[config.mk]
export PLATFORM = sky130hd
export DESIGN_NAME = charge_balance_vfc
export DESIGN_NICKNAME = d
export VERILOG_FILES = /design/src/rtl/cbv_pkg.sv /design/src/rtl/cbv_scaler.sv /design/src/rtl/cbv_phase_accum.sv /design/src/rtl/cbv_settle.sv /design/src/rtl/charge_balance_vfc.sv
export SDC_FILE = /design/constraint.sdc
export NUM_CORES = 1
export LEC_CHECK = 0
export BUFFER_PORTS_ARGS = -buffer_cell sky130_fd_sc_hd__clkbuf_2
export CORE_MARGIN = 1
export CORE_UTILIZATION = 40
export DETAILED_ROUTE_END_ITERATION = 8
export GPL_ROUTABILITY_DRIVEN = 0
export RECOVER_POWER = 50
export SYNTH_ARGS = -nofsm -noshare
export SYNTH_HDL_FRONTEND = slang
export SYNTH_SLANG_ARGS = --single-unit
[constraint.sdc]
create_clock -name clk_i -period 6.1 [get_ports clk_i]
set_clock_uncertainty 0.1 [all_clocks]
set_input_delay 0.61 -clock clk_i [delete_from_list [all_inputs] [get_ports clk_i]]
set_output_delay 0.61 -clock clk_i [all_outputs]
set_load 0.005 [all_outputs]
[src/rtl/cbv_pkg.sv]
package cbv_pkg;
  // rate = (OFS_NUM + SPAN_NUM * s/FS) / RATE_DEN
  localparam int RATE_DEN = 20;
  localparam int OFS_NUM  = 1;
  localparam int SPAN_NUM = 8;

  typedef enum logic {
    RANGE_UNI = 1'b0,
    RANGE_BIP = 1'b1
  } range_mode_e;
endpackage

[src/rtl/cbv_scaler.sv]
module cbv_scaler
  import cbv_pkg::*;
#(
  parameter int CODE_W     = 16,
  parameter bit GAIN_X2_EN = 1'b1
) (
  input  logic [CODE_W-1:0] code_i,
  input  logic              bipolar_i,
  input  logic              gain2_i,
  output logic [CODE_W:0]   level_o
);
  localparam int FS   = 1 << CODE_W;
  localparam int HALF = FS / 2;
  localparam int SW   = CODE_W + 4;
  localparam logic signed [SW-1:0] FS_S   = SW'(FS);
  localparam logic signed [SW-1:0] HALF_S = SW'(HALF);

  range_mode_e     mode;
  logic [CODE_W:0] base;

  assign mode = range_mode_e'(bipolar_i);

  // bipolar: two's complement + half scale == flip msb
  always_comb begin
    base = {1'b0, code_i};
    if (mode == RANGE_BIP) base[CODE_W-1] = ~code_i[CODE_W-1];
  end

  generate
    if (GAIN_X2_EN) begin : g_gain
      logic signed [SW-1:0] ctr;
      logic signed [SW-1:0] dbl;
      always_comb begin
        ctr = (mode == RANGE_BIP) ? HALF_S : '0;
        dbl = $signed({2'b00, base, 1'b0}) - ctr;
        if (!gain2_i)        level_o = base;
        else if (dbl < 0)    level_o = '0;
        else if (dbl > FS_S) level_o = FS_S[CODE_W:0];
        else                 level_o = dbl[CODE_W:0];
      end
    end else begin : g_nogain
      logic unused_gain;
      assign unused_gain = gain2_i;
      assign level_o     = base;
    end
  endgenerate
endmodule

[src/rtl/cbv_phase_accum.sv]
module cbv_phase_accum
  import cbv_pkg::*;
#(
  parameter int CODE_W = 16
) (
  input  logic            clk_i,
  input  logic            rst_ni,
  input  logic            en_i,
  input  logic [CODE_W:0] level_i,
  output logic            pulse_o
);
  localparam int unsigned FS    = 1 << CODE_W;
  localparam int unsigned MODV  = RATE_DEN * FS;
  localparam int          ACC_W = $clog2(MODV);
  localparam logic [ACC_W:0]   MOD_A = (ACC_W+1)'(MODV);
  localparam logic [ACC_W-1:0] OFS_A = ACC_W'(OFS_NUM * FS);

  logic [ACC_W-1:0] acc_q, inc_w;
  logic [ACC_W:0]   sum_w, nxt_w;
  logic             wrap_w, pulse_q;

  always_comb begin
    inc_w  = OFS_A + ACC_W'(SPAN_NUM * int'(level_i));
    sum_w  = {1'b0, acc_q} + {1'b0, inc_w};
    wrap_w = (sum_w >= MOD_A);
    nxt_w  = wrap_w ? (sum_w - MOD_A) : sum_w;
  end

  always_ff @(posedge clk_i or negedge rst_ni) begin
    if (!rst_ni) begin
      acc_q   <= '0;
      pulse_q <= 1'b0;
    end else if (!en_i) begin
      acc_q   <= '0;
      pulse_q <= 1'b0;
    end else begin
      acc_q   <= nxt_w[ACC_W-1:0];
      pulse_q <= wrap_w;
    end
  end

  assign pulse_o = pulse_q;

  AST_ACC_BOUND: assert property (@(posedge clk_i) disable iff (!rst_ni)
    {1'b0, acc_q} < MOD_A);
  AST_STROBE_ISOLATED: assert property (@(posedge clk_i) disable iff (!rst_ni)
    pulse_q |=> !pulse_q);
endmodule

[src/rtl/cbv_settle.sv]
module cbv_settle #(
  parameter int CODE_W     = 16,
  parameter int SETTLE_CYC = 2
) (
  input  logic            clk_i,
  input  logic            rst_ni,
  input  logic            en_i,
  input  logic [CODE_W:0] level_i,
  output logic            valid_o
);
  localparam int SC = (SETTLE_CYC < 1) ? 1 : SETTLE_CYC;
  localparam int CW = $clog2(SC + 1);
  localparam logic [CW-1:0] DONE = CW'(SC);

  logic [CW-1:0]   cnt_q;
  logic [CODE_W:0] prev_q;

  always_ff @(posedge clk_i or negedge rst_ni) begin
    if (!rst_ni) begin
      cnt_q  <= '0;
      prev_q <= '0;
    end else begin
      prev_q <= level_i;
      if (!en_i || level_i != prev_q) cnt_q <= '0;
      else if (cnt_q != DONE)         cnt_q <= cnt_q + 1'b1;
    end
  end

  assign valid_o = (cnt_q == DONE);

  AST_PD_CLEARS_VALID: assert property (@(posedge clk_i) disable iff (!rst_ni)
    !en_i |=> !valid_o);
endmodule

[src/rtl/charge_balance_vfc.sv]
module charge_balance_vfc #(
  parameter int CODE_W     = 16,
  parameter int SETTLE_CYC = 2
) (
  input  logic              clk_i,
  input  logic              rst_ni,
  input  logic              pd_ni,
  input  logic              bipolar_i,
  input  logic              gain2_i,
  input  logic [CODE_W-1:0] code_i,
  output logic              pulse_o,
  output logic              valid_o
);
  localparam logic [CODE_W:0] FULL = (CODE_W+1)'(1 << CODE_W);

  logic [CODE_W:0] level_w;

  cbv_scaler #(.CODE_W(CODE_W), .GAIN_X2_EN(1'b1)) u_scaler (
    .code_i   (code_i),
    .bipolar_i(bipolar_i),
    .gain2_i  (gain2_i),
    .level_o  (level_w)
  );

  cbv_phase_accum #(.CODE_W(CODE_W)) u_accum (
    .clk_i  (clk_i),
    .rst_ni (rst_ni),
    .en_i   (pd_ni),
    .level_i(level_w),
    .pulse_o(pulse_o)
  );

  cbv_settle #(.CODE_W(CODE_W), .SETTLE_CYC(SETTLE_CYC)) u_settle (
    .clk_i  (clk_i),
    .rst_ni (rst_ni),
    .en_i   (pd_ni),
    .level_i(level_w),
    .valid_o(valid_o)
  );

  AST_PD_IDLE: assert property (@(posedge clk_i) disable iff (!rst_ni)
    !pd_ni |=> (!pulse_o && !valid_o));
  AST_STEP_DROP: assert property (@(posedge clk_i) disable iff (!rst_ni)
    (pd_ni && !$stable(level_w)) |=> !valid_o);
  AST_LEVEL_RANGE: assert property (@(posedge clk_i) disable iff (!rst_ni)
    level_w <= FULL);
endmodule

==> summary.md, run 1 <==
| Metric | Value |
|---|---|
| Outcome | `finished, violations left` |
| Failing checks | `capacitance limit, slew limit` |
| Total negative slack | `0 ns` |
| Sequential area share after synthesis | `0.3177` |
| Pre-antenna DRT Iters | `4` |
| Starting density of the core | `0.4126` |
| Busiest grt layer | `met2` |
| Synthesized area | `2993 um2` |
| Max clock buf depth | `2` |
| Die ar. | `7832 um2` |
| Overall die width | `88.50 um` |
| Yosys reg bits | `38` |
| CTS tree | `built` |
| Total track usage | `0.1874` |
| Fin crit period | `5.843 ns` |
| Via/cell ratio | `5.248` |
| Area delta synth->final | `15.89%` |
| CTS Buf Count | `5` |
| Clk pin slew, worst setup/hold paths | `0.07 ns` |
| Via count | `2430` |
| Syn Area/Cell | `9.295 um2` |
| FP Rows | `31` |
| Fmax | `171.1 MHz` |
| Power Dens Cells | `365.7 nW/um2` |
| Req. time, crit path | `6.20 ns` |
| Clk_lat worst skew | `0.29 ns` |
| Io pins | `23` |
| M3 GR Usage | `0.02425` |
| Async set-reset flop share out of synthesis | `1.000` |
| Fill count | `723` |
| Largest net degree at the start of global routing | `39` |
| Endpoints failing hold | `0` |
| Setup slack at placement | `-0.1961 ns` |
| First-pass GRT wire length | `11.01 mm` |
| Grt total ovfl | `0` |
| Final nets | `427` |
| Worst Max-Slew Pin Slew | `1.946 ns` |
| Design area | `3468 um2` |
| Maximum vdd drop | `0.1464 mV` |
| Core box area | `7253 um2` |
| Detail Placement HPWL | `5.439 mm` |
| WL per Instance | `14.57 um` |
| Critical setup path kind | `in2reg` |
| Hold_buf cts | `0` |
| Worst min-delay path class | `reg2reg` |
| Post-route core utilization | `0.4782` |
| Met2 track demand over resource | `0.3245` |
| Final setup margin | `0.2566 ns` |
| Post-synth net total | `385` |
| Die height | `88.50 um` |
| Slew HR | `-0.2972` |
| Cell count after synthesis | `322` |
| Max Fanout on Critical Path | `6` |
| DP Area | `3312 um2` |
| Initial drt markers | `95` |
| MaxCap Viol Count | `1` |
| Clock sink count | `38` |
| Crit share post-route | `0.9579` |
| Arrival @ worst endpoint | `5.95 ns` |
| Met1 GRT Util | `0.2338` |
| WL final | `6.748 mm` |
| # DRC | `0` |
| Antenna Violating Nets Remaining | `0` |
| CP endpoint kind | `register` |
| Antenna diodes | `0` |
| Slew Limit Fails | `39` |
| Vias in the first global route | `2322` |
| Predominant post-synthesis flop cell | `dfrtp_1` |
| Final setup vio count | `0` |
| R2R cell count | `15` |
| Distinct cells, synth | `54` |
| LEAKAGE | `1.758 nW` |
| H-tree depth | `2` |
| Root Buffer | `clkbuf_8` |
| Hold Path Stages | `2` |
| Fraction of layout cells with a size suffix above 1 | `0.1813` |
| PortBufs | `22` |
| Initial antenna violation count | `0` |
| Post-synth EDFFs | `0` |
| Ys Warns | `0` |
| Min Hold Slack | `0.4330 ns` |
| Startpoint Class | `input port` |
through the flow:
stage,std cells,total power [mW]
finish,463,1.268
global route,463,1.380
CTS,459,1.249
detailed placement,452,1.085
global placement,452,1.083
floorplan,322,0.8712
final timing paths:
check                                               from  slack [ns]                       endpoint
max                                            bipolar_i        0.26    u_accum.acc_q[19]$_DFF_PN0_
min                        u_settle.cnt_q[1]$_DFFE_PN0P_        0.43  u_settle.cnt_q[1]$_DFFE_PN0P_
max reg2reg                  u_accum.acc_q[12]$_DFF_PN0_        1.69    u_accum.acc_q[19]$_DFF_PN0_
min reg2reg                u_settle.cnt_q[1]$_DFFE_PN0P_        0.43  u_settle.cnt_q[1]$_DFFE_PN0P_
max in group asynchronous                         rst_ni        4.02   u_settle.prev_q[8]$_DFF_PN0_
min in group asynchronous                         rst_ni        0.76     u_accum.acc_q[7]$_DFF_PN0_
layer usage:
metal  up-vias  wire [um]  part of all wire
li1       1233          -                 -
met1      1131       3142              0.47
met2        54       3251              0.48
met3        12        183             0.027
met4         0        171             0.025
met5         -          0                 0
power by group:
part	internal [mW]	leakage, nW	switching [mW]
Clock	0.0767	0.0438	0.0851
Combinational	0.358	1.22	0.425
Sequential	0.305	0.490	0.0190
Total	0.740	1.76	0.529
critical path: stages:
cell and delay [ns]:
clkbuf_2 0.11, xnor2_2 0.19, inv_1 0.08, ha_1 0.30
nor4b_2 0.22, nand4_1 0.13, a21oi_2 0.18, buf_6 0.14
a2bb2oi_1 0.09, inv_1 0.10, ha_1 0.23, ha_1 0.31
a21o_1 0.19, a311o_1 0.35, o211ai_1 0.15, a31oi_2 0.15
o41ai_2 0.34, xor2_1 0.27, ha_2 0.20, or4bb_1 0.40
nor3_2 0.11, o211ai_1 0.10, or4_4 0.53, a22oi_2 0.23
mux2i_1 0.22
registers in the layout, indices dropped and copies added, names as in the netlist:
signal / cells
u_accum.acc_q: 18
u_accum.pulse_o: 1
u_settle.prev_q: 17
u_settle.cnt_q: 2
area by class of cell:
type                            count  area (um2)  share of cell area
Clock inverter                      2       10.01            0.002886
Inverter                           40       150.1             0.04329
Sequential cell                    38       950.9              0.2742
Tap cell                           99       123.9             0.03571
Multi-Input combinational cell    235        1893              0.5458
Clock buffer                        5       68.82             0.01984
Timing Repair Buffer               44       271.5             0.07828
Yosys cell counts, types with 5 or more instances:
| library cell | number | area, um2 |
|---|---|---|
| nor4_1 | 8 | 50.05 |
| nor3_1 | 9 | 45.04 |
| a21o_1 | 6 | 45.04 |
| o21a_1 | 5 | 37.54 |
| nand4_1 | 5 | 31.28 |
| and2_1 | 6 | 37.54 |
| nor2b_1 | 6 | 37.54 |
| dfrtp_1 | 38 | 950.9 |
| inv_1 | 39 | 146.4 |
| clkbuf_1 | 5 | 18.77 |
| a21oi_1 | 11 | 55.05 |
| ha_1 | 41 | 513.0 |
| nor2_1 | 20 | 75.07 |
| xnor2_1 | 22 | 192.7 |
| nand2_1 | 8 | 30.03 |
| o211ai_1 | 6 | 45.04 |
| a2bb2oi_1 | 13 | 113.9 |
| o21ai_0 | 9 | 45.04 |
logic make-up (layout without fill, tap and decap cells):
kind of cell / Yosys count / after routing / synth area share
multiplexers: 4 / 4 / 0.01338
AND/OR/NAND/NOR: 85 / 85 / 0.1568
adder cells (fa/ha/maj): 42 / 42 / 0.1781
AO/OA/AOI/OAI: 78 / 78 / 0.1911
flip-flops: 38 / 38 / 0.3177
buffers and inverters: 49 / 91 / 0.06689
XOR/XNOR: 26 / 26 / 0.07608
cell usage in the layout (no fill, tap or decap), types with 6 or more instances in the layout:
cell and instances:
a21o_1 6, a21oi_1 10, a2bb2oi_1 13, and2_1 6
buf_4 19, clkbuf_2 21, dfrtp_1 38, ha_1 40
inv_1 39, nand2_1 8, nor2_1 20, nor3_1 8
nor4_1 8, o211ai_1 6, o21ai_0 9, xnor2_1 21
repair_timing:
item | CTS | global route
endpoints found under the hold margin | 0 | 0
setup endpoints to repair | 0 | 3
buffers inserted | 0 | 3
resized for setup | 0 | 12
No activity file was read; power rests on OpenSTA's default activity.
==> inputs of run 2 (changes only) <==
==> constraint.sdc (replaced) <==
create_clock -name clk_i -period 6.1 [get_ports clk_i]
set_clock_uncertainty 0.1 [all_clocks]
set_input_delay 1.525 -clock clk_i [delete_from_list [all_inputs] [get_ports clk_i]]
set_output_delay 1.525 -clock clk_i [all_outputs]
set_load 0.005 [all_outputs]
==> run 2 against run 1 <==
The run ends with capacitance limit, slew limit, setup timing left. Sequential power increased by 3%. Sequential cell count unchanged. Via count increased by 15%. Die area unchanged. Global-route usage increased by 3.4 points. Count of clock-buffer cells in the layout unchanged. Critical path depth unchanged. Clock power about the same. Total power increased by 31%. Non-clock buffer count increased by 85. Cell area increased by 27%. Largest power group unchanged. Core utilization increased by 13 points.
==> summary.md, run 2 (synthesized netlist as in run 1, its figures left out) <==
| Metric | Value |
|---|---|
| Pre-antenna DRT Iters | `4` |
| # DRC | `0` |
| Clk network pwr share | `0.098` |
| Final nets | `512` |
| Io pins | `23` |
| WL per Instance | `14.63 um` |
| CTS Buf Count | `5` |
| Fin crit period | `6.528 ns` |
| Post-route core utilization | `0.6069` |
| Clock sink count | `38` |
| Fraction of layout cells with a size suffix above 1 | `0.4098` |
| Comb power frac | `0.701` |
| Commonest non-fill, non-tap cells in the layout | `buf_4 (103), dfrtp_1 (38), inv_1 (31)` |
| Initial drt markers | `76` |
| Most flop-heavy register | `u_accum.acc_q` |
| Worst min-delay path class | `reg2reg` |
| FP Rows | `31` |
| PortBufs | `22` |
| Largest net degree at the start of global routing | `39` |
| Crit share post-route | `1.070` |
| Critical setup path kind | `in2reg` |
| Overall die width | `88.50 um` |
| Starting density of the core | `0.4126` |
| Net Sw Frac | `0.3857` |
| Sequential share of power | `0.201` |
| Maximum vdd drop | `0.1587 mV` |
| Worst Max-Slew Pin Slew | `2.062 ns` |
| Startpoint Class | `input port` |
| Fmax | `153.2 MHz` |
| Final setup vio count | `3` |
| Die ar. | `7832 um2` |
| Root Buffer | `clkbuf_8` |
| CP endpoint kind | `register` |
| Slew HR | `-0.3747` |
| Final setup margin | `-0.4281 ns` |
| Detail Placement HPWL | `6.198 mm` |
| Req. time, crit path | `6.21 ns` |
| MaxCap Viol Count | `1` |
| First-pass GRT wire length | `13.16 mm` |
| P_sw | `0.6413 mW` |
| Antenna Violating Nets Remaining | `0` |
| Arrival @ worst endpoint | `6.64 ns` |
| Core box area | `7253 um2` |
| Slowest stage delay, CP | `0.54 ns` |
| Total negative slack | `-1.214 ns` |
| Via count | `2785` |
| Top flop regs | `u_accum.acc_q (18), u_settle.prev_q (17), u_settle.cnt_q (2)` |
| H-tree depth | `2` |
| Antenna diodes | `0` |
| Endpoints failing hold | `0` |
| Total track usage | `0.2215` |
| Initial antenna violation count | `0` |
| Slowest cell on crit path | `or4_1` |
| Area delta synth->final | `47.07%` |
| Most used cell, CP | `ha_4` |
| Power Dens Cells | `377.7 nW/um2` |
| Max Fanout on Critical Path | `5` |
| Die height | `88.50 um` |
| Pint | `1.021 mW` |
| Crit-path leading delay family | `compound AO/OA/AOI/OAI gates` |
| Failing checks | `capacitance limit, slew limit, setup timing` |
| CP bufs+invs | `4` |
| CTS tree | `built` |
| Flip-flop count of the largest register after layout | `18` |
| Vias in the first global route | `2883` |
| RSZ-0062 raised after global routing | `yes` |
| Clk pin slew, worst setup/hold paths | `0.07 ns` |
| Grt total ovfl | `0` |
| Commonest non-fill, non-tap cell in the layout | `buf_4` |
| Outcome | `finished, violations left` |
| Via/cell ratio | `5.082` |
| LEAKAGE | `2.166 nW` |
| WL final | `8.017 mm` |
| Slew Limit Fails | `39` |
| Clk_lat worst skew | `0.29 ns` |
| Max clock buf depth | `2` |
## run 2: routing by layer
metal / routed length [um] / share of wire / global-route usage
met1: 3604 / 0.45 / 0.2681
met5: 0 / 0 / 0
met3: 229 / 0.029 / 0.02705
met4: 219 / 0.027 / 0.09531
met2: 3963 / 0.49 / 0.3951
## run 2: final timing paths
| path | startpoint | to | slack [ns] | cells past startpoint |
|---|---|---|---|---|
| setup / recovery | bipolar_i | u_accum.acc_q[19]$_DFF_PN0_ | -0.43 | 25 |
| hold / removal | u_settle.cnt_q[1]$_DFFE_PN0P_ | u_settle.cnt_q[1]$_DFFE_PN0P_ | 0.44 | 2 |
| setup reg to reg | u_accum.acc_q[4]$_DFF_PN0_ | u_accum.acc_q[18]$_DFF_PN0_ | 1.79 | 26 |
| hold reg to reg | u_settle.cnt_q[1]$_DFFE_PN0P_ | u_settle.cnt_q[1]$_DFFE_PN0P_ | 0.44 | 2 |
| max in group asynchronous | rst_ni | u_settle.prev_q[13]$_DFF_PN0_ | 3.00 | 1 |
| min in group asynchronous | rst_ni | u_accum.acc_q[5]$_DFF_PN0_ | 1.72 | 1 |
## run 2: repair_timing
action,CTS,global route
setup endpoints to repair,3,3
buffers inserted,25,2
gates resized for setup,38,4
pin swaps,23,3
hold buffers,0,0
## run 2: tightest hold or removal path: stages (launching register included)
cell and delay [ns]:
dfrtp_1 0.35, a21oi_1 0.07, nor2_1 0.08
## run 2: through the flow
step | area [um2] | hold WS, ns | worst slack, ns | std cells | power (mW)
after global routing | 4402 | 0.4810 | -0.6940 | 548 | 1.793
after detailed placement | 3850 | 0.4282 | -1.107 | 514 | 1.230
after CTS | 4370 | 0.4448 | -0.3367 | 546 | 1.627
after global placement | 3850 | 0.3998 | -0.9353 | 514 | 1.218
after floorplan | 3075 | 0.3882 | -0.5649 | 322 | 0.8815
final | 4402 | 0.4370 | -0.4281 | 548 | 1.663
## run 2: final cells by class
class | instances | area, um2
Fill cell | 628 | 2851
Sequential cell | 38 | 950.9
Inverter | 40 | 155.1
Timing Repair Buffer | 129 | 939.7
Tap cell | 99 | 123.9
Clock inverter | 2 | 10.01
Multi-Input combinational cell | 235 | 2153
Clock buffer | 5 | 68.82
## run 2: power by group through the flow
stage | combinational [mW] | sequential [mW] | clock, mW
after floorplan | 0.558 | 0.324 | 0
after global placement | 0.891 | 0.327 | 0
after detailed placement | 0.901 | 0.329 | 0
after CTS | 1.13 | 0.333 | 0.168
after global routing | 1.27 | 0.339 | 0.180
final | 1.17 | 0.334 | 0.163
